[src/rtl/pic_pkg.sv]
package pic_pkg;
   typedef enum logic [2:0] {
      SEQ_IDLE,
      SEQ_BASE,
      SEQ_SLAVE,
      SEQ_MODE,
      SEQ_READY
   } seq_t;

   localparam int BIT_START  = 4;
   localparam int BIT_SELECT = 3;
   localparam int BIT_SINGLE = 1;
   localparam int BIT_AUTO   = 1;
   localparam int BIT_SPECL  = 4;
   localparam logic [2:0] EOI_NONSPEC = 3'b001;
endpackage

[src/rtl/pic_seq.sv]
module pic_seq
   import pic_pkg::*;
#(
   parameter int DW = 8
) (
   input  logic          clk,
   input  logic          rst_n,
   input  logic          wr_en,
   input  logic          addr_odd,
   input  logic [DW-1:0] wdata,
   output logic          start_stb,
   output logic          ready,
   output logic          mask_wr,
   output logic          eoi_cmd,
   output logic          sel_wr,
   output logic [DW-1:0] base,
   output logic          auto_eoi,
   output logic          specl
);
   seq_t state;
   logic single;
   logic odd_wr;

   assign odd_wr    = wr_en & addr_odd;
   assign start_stb = wr_en & ~addr_odd & wdata[BIT_START];
   assign ready     = (state == SEQ_READY);
   assign mask_wr   = odd_wr & ready;
   assign sel_wr    = wr_en & ~addr_odd & ready & ~wdata[BIT_START] & wdata[BIT_SELECT];
   assign eoi_cmd   = wr_en & ~addr_odd & ready & ~wdata[BIT_START] & ~wdata[BIT_SELECT]
                      & (wdata[7:5] == EOI_NONSPEC);

   always_ff @(posedge clk) begin
      if (!rst_n) begin
         state    <= SEQ_IDLE;
         single   <= 1'b0;
         base     <= '0;
         auto_eoi <= 1'b0;
         specl    <= 1'b0;
      end else if (start_stb) begin
         state  <= SEQ_BASE;
         single <= wdata[BIT_SINGLE];
      end else if (odd_wr) begin
         unique case (state)
            SEQ_BASE: begin
               base  <= wdata;
               state <= single ? SEQ_MODE : SEQ_SLAVE;
            end
            SEQ_SLAVE: state <= SEQ_MODE;
            SEQ_MODE: begin
               auto_eoi <= wdata[BIT_AUTO];
               specl    <= wdata[BIT_SPECL];
               state    <= SEQ_READY;
            end
            default: state <= state;
         endcase
      end
   end
endmodule

[src/rtl/pic_prio.sv]
module pic_prio #(
   parameter int N = 8,
   localparam int IW = (N > 1) ? $clog2(N) : 1
) (
   input  logic [N-1:0]  req,
   output logic          found,
   output logic [IW-1:0] idx
);
   assign found = |req;

   always_comb begin
      idx = '0;
      for (int i = N - 1; i >= 0; i--) begin
         if (req[i]) idx = IW'(i);
      end
   end
endmodule

[src/rtl/pic_front.sv]
module pic_front
   import pic_pkg::*;
#(
   parameter int NLINES    = 8,
   parameter int DW        = 8,
   parameter bit EDGE_TRIG = 1'b1
) (
   input  logic          clk,
   input  logic          rst_n,
   input  logic          wr_en,
   input  logic          rd_en,
   input  logic          addr_odd,
   input  logic [DW-1:0] wdata,
   output logic [DW-1:0] rdata,
   input  logic [NLINES-1:0] irq_in,
   input  logic          ack,
   output logic          intr,
   output logic [DW-1:0] vec
);
   localparam int IW = (NLINES > 1) ? $clog2(NLINES) : 1;

   if (NLINES < 2 || NLINES > DW) begin : g_bad_lines
      $error("pic_front: NLINES must be between 2 and DW");
   end
   if (DW < 8) begin : g_bad_width
      $error("pic_front: command decode needs DW of at least 8");
   end

   logic start_stb, ready, mask_wr, eoi_cmd, sel_wr, auto_eoi, specl;
   logic [DW-1:0] base;
   logic [NLINES-1:0] imr, irr, isr, pend, take_oh, eoi_oh;
   logic p_found, i_found, blocked, take, rd_isr;
   logic [IW-1:0] p_idx, i_idx;

   pic_seq #(.DW(DW)) u_seq (
      .clk(clk), .rst_n(rst_n), .wr_en(wr_en), .addr_odd(addr_odd),
      .wdata(wdata), .start_stb(start_stb), .ready(ready), .mask_wr(mask_wr),
      .eoi_cmd(eoi_cmd), .sel_wr(sel_wr), .base(base),
      .auto_eoi(auto_eoi), .specl(specl)
   );

   assign pend = irr & ~imr;

   pic_prio #(.N(NLINES)) u_pend (.req(pend), .found(p_found), .idx(p_idx));
   pic_prio #(.N(NLINES)) u_isr  (.req(isr),  .found(i_found), .idx(i_idx));

   assign blocked = i_found & (specl ? (i_idx < p_idx) : (i_idx <= p_idx));
   assign intr    = ready & p_found & ~blocked;
   assign take    = ack & ready & p_found;
   assign take_oh = take ? (NLINES'(1) << p_idx) : '0;
   assign eoi_oh  = (eoi_cmd & i_found) ? (NLINES'(1) << i_idx) : '0;

   if (EDGE_TRIG) begin : g_edge
      logic [NLINES-1:0] prev;
      always_ff @(posedge clk) begin
         if (!rst_n) begin
            prev <= '0;
            irr  <= '0;
         end else begin
            prev <= irq_in;
            irr  <= (irr & ~take_oh) | (irq_in & ~prev);
         end
      end
   end else begin : g_level
      always_ff @(posedge clk) begin
         if (!rst_n) irr <= '0;
         else        irr <= irq_in;
      end
   end

   always_ff @(posedge clk) begin
      if (!rst_n) begin
         imr    <= '0;
         isr    <= '0;
         rd_isr <= 1'b0;
         vec    <= '0;
      end else begin
         if (start_stb) begin
            imr    <= '0;
            isr    <= '0;
            rd_isr <= 1'b0;
         end else begin
            if (mask_wr) imr <= wdata[NLINES-1:0];
            isr <= (isr & ~eoi_oh) | (auto_eoi ? '0 : take_oh);
            if (sel_wr && wdata[1]) rd_isr <= wdata[0];
         end
         if (take) vec <= {base[DW-1:IW], p_idx};
      end
   end

   always_comb begin
      if (!rd_en)        rdata = '0;
      else if (addr_odd) rdata = DW'(imr);
      else if (rd_isr)   rdata = DW'(isr);
      else               rdata = DW'(irr);
   end
endmodule

[config.mk]
export PLATFORM = sky130hd
export DESIGN_NAME = pic_front
export DESIGN_NICKNAME = d
export VERILOG_FILES = /design/src/rtl/pic_pkg.sv /design/src/rtl/pic_seq.sv /design/src/rtl/pic_prio.sv /design/src/rtl/pic_front.sv
export SDC_FILE = /design/constraint.sdc
export NUM_CORES = 1
export LEC_CHECK = 0
export BUFFER_PORTS_ARGS = -buffer_cell sky130_fd_sc_hd__clkbuf_2
export CAP_MARGIN = 0
export CORE_UTILIZATION = 30
export DETAILED_ROUTE_END_ITERATION = 16
export GPL_TIMING_DRIVEN = 0
export REMOVE_ABC_BUFFERS = 1
export SYNTH_ARGS = -nofsm -noshare
export SYNTH_HDL_FRONTEND = slang
export SYNTH_HIERARCHICAL = 1
export SYNTH_SLANG_ARGS = --single-unit
[constraint.sdc]
create_clock -name clk -period 3.23 [get_ports clk]
set_clock_uncertainty 0.15 [all_clocks]
set_input_delay 0 -clock clk [delete_from_list [all_inputs] [get_ports clk]]
set_output_delay 0 -clock clk [all_outputs]
set_load 0.02 [all_outputs]
==> impl_metrics.tcl, run 1 <==
set metrics [dict create \
    intPower_mw 0.8880 \
    drive_gt1_frac 0.1727 \
    vias 2247 \
    area_growth_pct 21.39 \
    area.sequential_sq_um 1041 \
    r2r-start "u_seq/state[0]$_SDFFE_PN0P_" \
    syn_area_per_cell_sq_um 8.725 \
    dp_slack_ns 0.7796 \
    initial_core_util 0.3154 \
    die_area_sq_um 9192 \
    n_antenna_cell 0 \
    status "completed" \
    path_max_fanout 4 \
    wl_per_cell_um 13.58 \
    arrival_ns 2.69 \
    p_sw_mw 0.3312 \
    drv_slew 0 \
    grt_max_degree 43 \
    layout_commonest_cell "dfxtp_1" \
    p_sw_frac 0.2716 \
    finalSetupViolCount 0 \
    core_region_area_sq_um 8382 \
    final_nets 383 \
    cap_violations 0 \
    critPathKind "register to primary output" \
    ys_warn_count 6 \
    final_cell_mix "52 x dfxtp_1, 46 x nand2_1, 38 x clkbuf_2" \
    clockRootBuffer "clkbuf_8" \
    power.share.clock 0.313 \
    dr.pass1.iters 4 \
    htree_levels 2 \
    io_pins 39 \
    postCtsSetupRepairBufs 0 \
    cts_tree "yes" \
    seq_power_share 0.546 \
    grt_pass1_wl_um 10360 \
    hpwl_um 4563 \
    drt_iter0_drc 88 \
    min_period_over_period 0.8783 \
    whs_ns 0.1713 \
    r2r_end "rd_isr$_SDFFE_PP0P_" \
    worstPathRequired_ns 3.08 \
    holdPathEnd "u_seq/state[0]$_SDFFE_PN0P_" \
    vias_per_cell 4.843 \
    antenna_found_initial 0 \
    end_kind "primary output" \
    fin_total_pwr_mw 1.219 \
    drtAntennaViolNets 0 \
    die_w_um 95.88 \
    worstMarginPinSlew_ns 0.9260 \
    multi_input_area_sq_um 1520 \
    p_leak_nw 1.244 \
    grt_setup_unrepaired "no" \
    hold_path_depth 3 \
    gp_congestion 0.8083 \
    max_freq_mhz 352.5 \
    power.density_nw_per_um2 379.9 \
    setup_tns_ns 0 \
    fin_util 0.3829 \
    min_path_type "primary input to register" \
    syn_area_sq_um 2644 \
    grt-ovfl-total 0 \
    cts_resized 0 \
    worstHoldStart "addr_odd" \
    start_kind "register" \
    layout_min_cycle_time_ns 2.837 \
    ir_drop_v 0.0001749 \
    first_global_vias 2122 \
    io_buffer_count 38 \
    clkTransAtPathRegs_ns 0.10 \
    slew_headroom 0.3746 \
    cts.sinks 52 \
    reg2reg_depth 6 \
    cts_max_path_buffers 2 \
    grt.total_usage 0.1500 \
    finalWorstSetupSlack_ns 0.3930 \
    clk_latency_ns 0.32 \
    rows 33 \
    drc 0 \
    comb_power_share 0.141 \
    hold_viol 0 \
    rrSetupSlack_ns 0.55 \
    synthesis.instances 303 \
    fp.dieH_um 95.88 \
    totalWireLength_um 6300 \
    numCtsBuffers 5 \
    n_fill_cell 865 \
]
flip-flops by register name, summed over array words and instances, names as in the netlist, 3 cells and up:
signal	cells
vec	8
u_seq/state	3
imr	8
g_edge.prev	8
irr	8
isr	8
u_seq/base	5
per-stage QoR:
step                std cells  area (sq um)
global placement          435          2905
detailed placement        436          2920
finish                    464          3209
floorplan                 292          2584
CTS                       464          3209
global route              464          3209
critical path, cell delays in order (launching register included):
cell,delay [ns]
dfxtp_1,0.42
nor2b_1,0.12
nor2_1,0.11
o21ai_0,0.10
a21boi_0,0.53
inv_1,0.12
ha_1,0.32
nor2b_1,0.13
nor4b_1,0.26
a211oi_1,0.08
clkbuf_2,0.17
power groups by stage:
stage	combinational (mW)	clock, mW	sequential, mW
3_3_place_gp	0.148	0	0.680
5_1_grt	0.192	0.432	0.669
6_report	0.171	0.382	0.666
2_1_floorplan	0.0961	0	0.678
3_5_place_dp	0.156	0	0.681
4_1_cts	0.174	0.397	0.666
routing by layer:
metal	track usage	vias up	wire length (um)
li1	-	1154	-
met1	0.1991	1042	3236
met2	0.2375	42	2755
met3	0.03002	9	198
met4	0.05970	0	108
met5	0	-	0
cell type report:
| cell class | count | area share |
|---|---|---|
| clock buffers | 6 | 0.02261 |
| clock inverters | 2 | 0.005068 |
| inverters | 8 | 0.009357 |
| multi-input cells | 232 | 0.4737 |
| flip-flops and latches | 52 | 0.3244 |
| well taps | 105 | 0.04094 |
| repair buffers | 59 | 0.1240 |
what timing repair did:
item | 4_1_cts | 5_1_grt
endpoints found under the hold margin | 35 | 0
hold buffers | 20 | 0
setup endpoints to repair | 0 | 0
how the worst max path moves through the flow:
stage	startpoint	end	slack, ns	depth (start not counted)
after floorplan	irr[7]$_SDFF_PN0_	intr	0.26	7
after global placement	irr[7]$_SDFF_PN0_	intr	-0.57	8
after detailed placement	irr[6]$_SDFF_PN0_	intr	0.78	9
after CTS	irr[6]$_SDFF_PN0_	intr	0.42	9
after global routing	imr[4]$_SDFFE_PP0P_	intr	0.1	10
final	imr[4]$_SDFFE_PP0P_	intr	0.39	10
(Power assumes the default switching activity.)
==> run 2: changes to the inputs <==
--- a/config.mk
+++ b/config.mk
@@ -7,7 +7,7 @@
 export LEC_CHECK = 0
 export BUFFER_PORTS_ARGS = -buffer_cell sky130_fd_sc_hd__clkbuf_2
 export CAP_MARGIN = 0
-export CORE_UTILIZATION = 30
+export CORE_UTILIZATION = 29
 export DETAILED_ROUTE_END_ITERATION = 16
 export GPL_TIMING_DRIVEN = 0
 export REMOVE_ABC_BUFFERS = 1
==> impl_metrics.tcl, run 2 (same netlist as run 1, synthesis figures left out) <==
set metrics [dict create \
    status "completed" \
    grt_max_degree 43 \
    use_met1 0.1773 \
    ir_drop_v 0.0001791 \
    antenna_found_initial 0 \
    end_kind "primary output" \
    worstMarginPinSlew_ns 0.8319 \
    rows 34 \
    p_leak_nw 1.248 \
    start_kind "register" \
    fin_cells 465 \
    postCtsSetupRepairBufs 0 \
    finalSetupViolCount 0 \
    clk_latency_ns 0.30 \
    gp_congestion 0.8648 \
    min_path_type "primary input to register" \
    cp_num_buf_inv 2 \
    min_period_over_period 0.9266 \
    io_pins 39 \
    drc 0 \
    slowest_delay_ns 0.52 \
    drt_iter0_drc 96 \
    r2r-start "u_seq/state[0]$_SDFFE_PN0P_" \
    drtAntennaViolNets 0 \
    vias 2244 \
    whs_ns 0.01017 \
    holdPathEnd "u_seq/state[1]$_SDFFE_PP0P_" \
    hold_viol 0 \
    fin_util 0.3664 \
    wl_per_cell_um 13.15 \
    final_cell_area_sq_um 3211 \
    rrSetupSlack_ns 0.57 \
    busiest_layer "met2" \
    detailed_place.area_sq_um 2924 \
    cp_top_family "compound AO/OA/AOI/OAI gates" \
    path_max_fanout 7 \
    hpwl_um 4630 \
    drive_gt1_frac 0.1737 \
    die_area_sq_um 9502 \
    grt_pass1_wl_um 9908 \
    power.density_nw_per_um2 384.5 \
    met3_usage 0.02446 \
    drv_slew 0 \
    grt_setup_unrepaired "no" \
    layout_commonest_cell "dfxtp_1" \
    grt.met2_usage 0.2039 \
    initial_core_util 0.3017 \
    n_antenna_cell 0 \
    slew_headroom 0.4382 \
    htree_levels 2 \
    io_buffer_count 38 \
    cts_tree "yes" \
    die_w_um 97.48 \
    arrival_ns 2.84 \
    cts.sinks 52 \
    grt.total_usage 0.1310 \
    first_global_vias 2083 \
    vias_per_cell 4.826 \
    hold_path_depth 4 \
    cts_max_path_buffers 2 \
    worstPathRequired_ns 3.08 \
    max_freq_mhz 334.1 \
    reg2reg_depth 6 \
    r2r_end "rd_isr$_SDFFE_PP0P_" \
    core_region_area_sq_um 8763 \
    critPathKind "register to primary output" \
    clockRootBuffer "clkbuf_8" \
    n_fill_cell 939 \
    area_growth_pct 21.44 \
    cp_cell_sequence "nor2b_1 > a21oi_1 > o41ai_2 > buf_4 > ha_1 > nand4b_1 > o21ai_0 > a211oi_1 > clkbuf_2" \
    setup_tns_ns 0 \
    clkTransAtPathRegs_ns 0.09 \
    final_nets 382 \
    cap_violations 0 \
    numCtsBuffers 5 \
    totalWireLength_um 6115 \
    dp.cells 439 \
    worstHoldStart "wr_en" \
    dr.pass1.iters 4 \
    cpMaxStageDelayCell "o41ai_2" \
    grt-ovfl-total 0 \
    fp.dieH_um 97.48 \
    layout_min_cycle_time_ns 2.993 \
    final_cell_mix "52 x dfxtp_1, 46 x nand2_1, 38 x clkbuf_2" \
]
run 2: report_power, final:
group / internal [mW] / total, mW / switching, mW
Combinational: 0.0763 / 0.170 / 0.0938
Clock: 0.191 / 0.399 / 0.207
Sequential: 0.656 / 0.666 / 0.00964
run 2: what timing repair did:
item / in CTS / in global routing
hold endpoints to repair: 33 / 0
resized for setup: 0 / 0
hold buffers: 19 / 0
run 2: routing by layer:
metal | wire length, um | part of all wire
met5 | 0 | 0
met1 | 3042 | 0.50
met4 | 127 | 0.021
met3 | 292 | 0.048
met2 | 2652 | 0.43
run 2: per-stage QoR:
step	setup WS (ns)	power, mW
after floorplan	0.2584	0.7739
after global placement	-0.7335	0.8270
after detailed placement	0.5329	0.8348
after CTS	0.1881	1.246
after global routing	0.02883	1.293
final	0.2371	1.235
run 2: worst max path at each step:
stage / from / end / slack (ns) / cells after the start
2_1_floorplan: irr[7]$_SDFF_PN0_ / intr / 0.26 / 7
5_1_grt: irr[7]$_SDFF_PN0_ / intr / 0.03 / 9
6_report: irr[7]$_SDFF_PN0_ / intr / 0.24 / 9
4_1_cts: irr[7]$_SDFF_PN0_ / intr / 0.19 / 9
3_5_place_dp: irr[7]$_SDFF_PN0_ / intr / 0.53 / 9
3_3_place_gp: irr[7]$_SDFF_PN0_ / intr / -0.73 / 8
run 2: final cells by class:
| cell class | count | area [sq um] | share of cell area |
|---|---|---|---|
| clock buffer | 7 | 96.34 | 0.03001 |
| tap | 108 | 135.1 | 0.04209 |
| timing repair buffer | 58 | 387.9 | 0.1208 |
| inverter | 8 | 30.03 | 0.009353 |
| sequential | 52 | 1041 | 0.3242 |
| multi-input combinational | 232 | 1520 | 0.4735 |
run 2: tightest hold or removal path: cells and delay by family:
kind                      cells  cell delay [ns]
and+or+nand+nor               2             0.21
xor gates and xnor gates      1             0.07
buffers and inverters         1             0.15
==> run 3: changes to the inputs <==
--- a/config.mk
+++ b/config.mk
@@ -7,9 +7,12 @@
 export LEC_CHECK = 0
 export BUFFER_PORTS_ARGS = -buffer_cell sky130_fd_sc_hd__clkbuf_2
 export CAP_MARGIN = 0
+export CELL_PAD_IN_SITES_DETAIL_PLACEMENT = 1
+export CELL_PAD_IN_SITES_GLOBAL_PLACEMENT = 1
 export CORE_UTILIZATION = 29
 export DETAILED_ROUTE_END_ITERATION = 16
 export GPL_TIMING_DRIVEN = 0
+export PLACE_DENSITY_LB_ADDON = 0.1
 export REMOVE_ABC_BUFFERS = 1
 export SYNTH_ARGS = -nofsm -noshare
 export SYNTH_HDL_FRONTEND = slang
==> impl_metrics.tcl, run 3 (same netlist as run 1, synthesis figures left out) <==
set metrics [dict create \
    n_antenna_cell 0 \
    fin_total_pwr_mw 1.303 \
    hold_viol 0 \
    cp_cell_sequence "a21oi_1 > o41ai_1 > inv_1 > ha_1 > nand4b_1 > o21ai_0 > a211oi_1 > clkbuf_2" \
    postCtsSetupRepairBufs 0 \
    setup_tns_ns 0 \
    die_area_sq_um 9502 \
    hold_path_depth 4 \
    max_freq_mhz 345.1 \
    grt_pass1_wl_um 11470 \
    core_region_area_sq_um 8763 \
    drtAntennaViolNets 0 \
    initial_core_util 0.3017 \
    multi_input_area_sq_um 1520 \
    cts_resized 0 \
    worstMarginPinSlew_ns 1.058 \
    p_sw_mw 0.3375 \
    grt_setup_unrepaired "no" \
    vias 2280 \
    start_kind "register" \
    gp_congestion 0.7772 \
    vias_per_cell 4.882 \
    grt.total_usage 0.1538 \
    final_nets 383 \
    slew_headroom 0.2852 \
    first_global_vias 2260 \
    seq_power_share 0.512 \
    grt-ovfl-total 0 \
    hold_buffers 19 \
    die_w_um 97.48 \
    fp.dieH_um 97.48 \
    end_kind "primary output" \
    slowest_delay_ns 0.86 \
    status "completed" \
    p_leak_nw 1.257 \
    area_growth_pct 22.29 \
    numCtsBuffers 5 \
    final_cell_mix "52 x dfxtp_1, 46 x nand2_1, 38 x clkbuf_2" \
    power.density_nw_per_um2 402.9 \
    clkTransAtPathRegs_ns 0.10 \
    layout_min_cycle_time_ns 2.898 \
    worstPathRequired_ns 3.08 \
    totalWireLength_um 7070 \
    cts_tree "yes" \
    path_max_fanout 6 \
    antenna_found_initial 0 \
    ir_drop_v 0.0001917 \
    dp_slack_ns 0.6206 \
    cts.sinks 52 \
    arrival_ns 2.75 \
    area.sequential_sq_um 1041 \
    io_buffer_count 38 \
    clockRootBuffer "clkbuf_8" \
    p_sw_frac 0.2591 \
    detailed_place.area_sq_um 2932 \
    min_period_over_period 0.8972 \
    wl_per_cell_um 15.14 \
    grt_max_degree 43 \
    drc 0 \
    cpMaxStageDelayCell "o41ai_1" \
    n_fill_cell 1045 \
    drv_slew 0 \
    power.share.clock 0.354 \
    finalSetupViolCount 0 \
    clk_latency_ns 0.31 \
    comb_power_share 0.134 \
    dr.pass1.iters 4 \
    final_cell_area_sq_um 3233 \
    drive_gt1_frac 0.1783 \
    reg2reg_depth 6 \
    hpwl_um 5347 \
    rows 34 \
    cap_violations 0 \
    rrSetupSlack_ns 0.54 \
    intPower_mw 0.9651 \
    drt_iter0_drc 30 \
    io_pins 39 \
    min_path_type "primary input to register" \
    layout_commonest_cell "dfxtp_1" \
    cts_max_path_buffers 2 \
    critPathKind "register to primary output" \
    htree_levels 2 \
    finalWorstSetupSlack_ns 0.3319 \
]
-- run 3: cell types whose count changed in the layout (fill, tap and decap cells not counted) --
cell | previous run | this run
buf_4 | 1 | 2
bufinv_16 | 0 | 1
clkbuf_8 | 7 | 5
clkinv_2 | 0 | 1
clkinvlp_4 | 0 | 1
-- run 3: power by group through the flow --
| stage | logic, mW | clock network, mW | registers (mW) |
|---|---|---|---|
| 2_1_floorplan | 0.0961 | 0 | 0.678 |
| 3_3_place_gp | 0.154 | 0 | 0.681 |
| 3_5_place_dp | 0.163 | 0 | 0.682 |
| 4_1_cts | 0.180 | 0.481 | 0.667 |
| 5_1_grt | 0.196 | 0.511 | 0.669 |
| 6_report | 0.175 | 0.461 | 0.667 |
-- run 3: metrics by stage --
stage	hold slack, ns	utilization	cells
finish	0.03528	0.3689	467
global route	0.05682	0.3689	467
CTS	0.04317	0.3689	467
detailed placement	0.06885	0.3345	440
global placement	0.06568	0.3320	438
floorplan	-0.02829	-	292
-- run 3: metal layers --
metal  vias up  wire [um]  GRT usage  share of wire
met4         0         71    0.04412          0.010
met3         7        185    0.02518          0.026
met5         -          0          0              0
li1       1162          -          -              -
met1      1072       3488     0.2000           0.49
met2        39       3325     0.2609           0.47
-- run 3: worst max-delay path: cells and delay by family (launching register included) --
kind | cells | cell delay (ns)
AO/OA/AOI/OAI | 4 | 1.30
adder cells (fa/ha/maj) | 1 | 0.31
buffers and inverters | 2 | 0.31
flip-flops | 1 | 0.44
AND/OR/NAND/NOR | 1 | 0.08
-- run 3: final cells by class --
class / count / share of cell area
multi-input cells: 232 / 0.4702
flip-flops and latches: 52 / 0.3220
repair buffers: 59 / 0.1223
well taps: 108 / 0.04180
clock buffers: 5 / 0.02128
clock inverters: 3 / 0.01316
inverters: 8 / 0.009288
-- run 3: final timing paths --
path,startpoint,endpoint
worst max register to register,u_seq/state[0]$_SDFFE_PN0P_,rd_isr$_SDFFE_PP0P_
worst min register to register,vec[5]$_SDFFE_PN0N_,vec[5]$_SDFFE_PN0N_
worst max-delay path,isr[7]$_SDFF_PP0_,intr
worst min-delay path,wr_en,u_seq/state[1]$_SDFFE_PP0P_
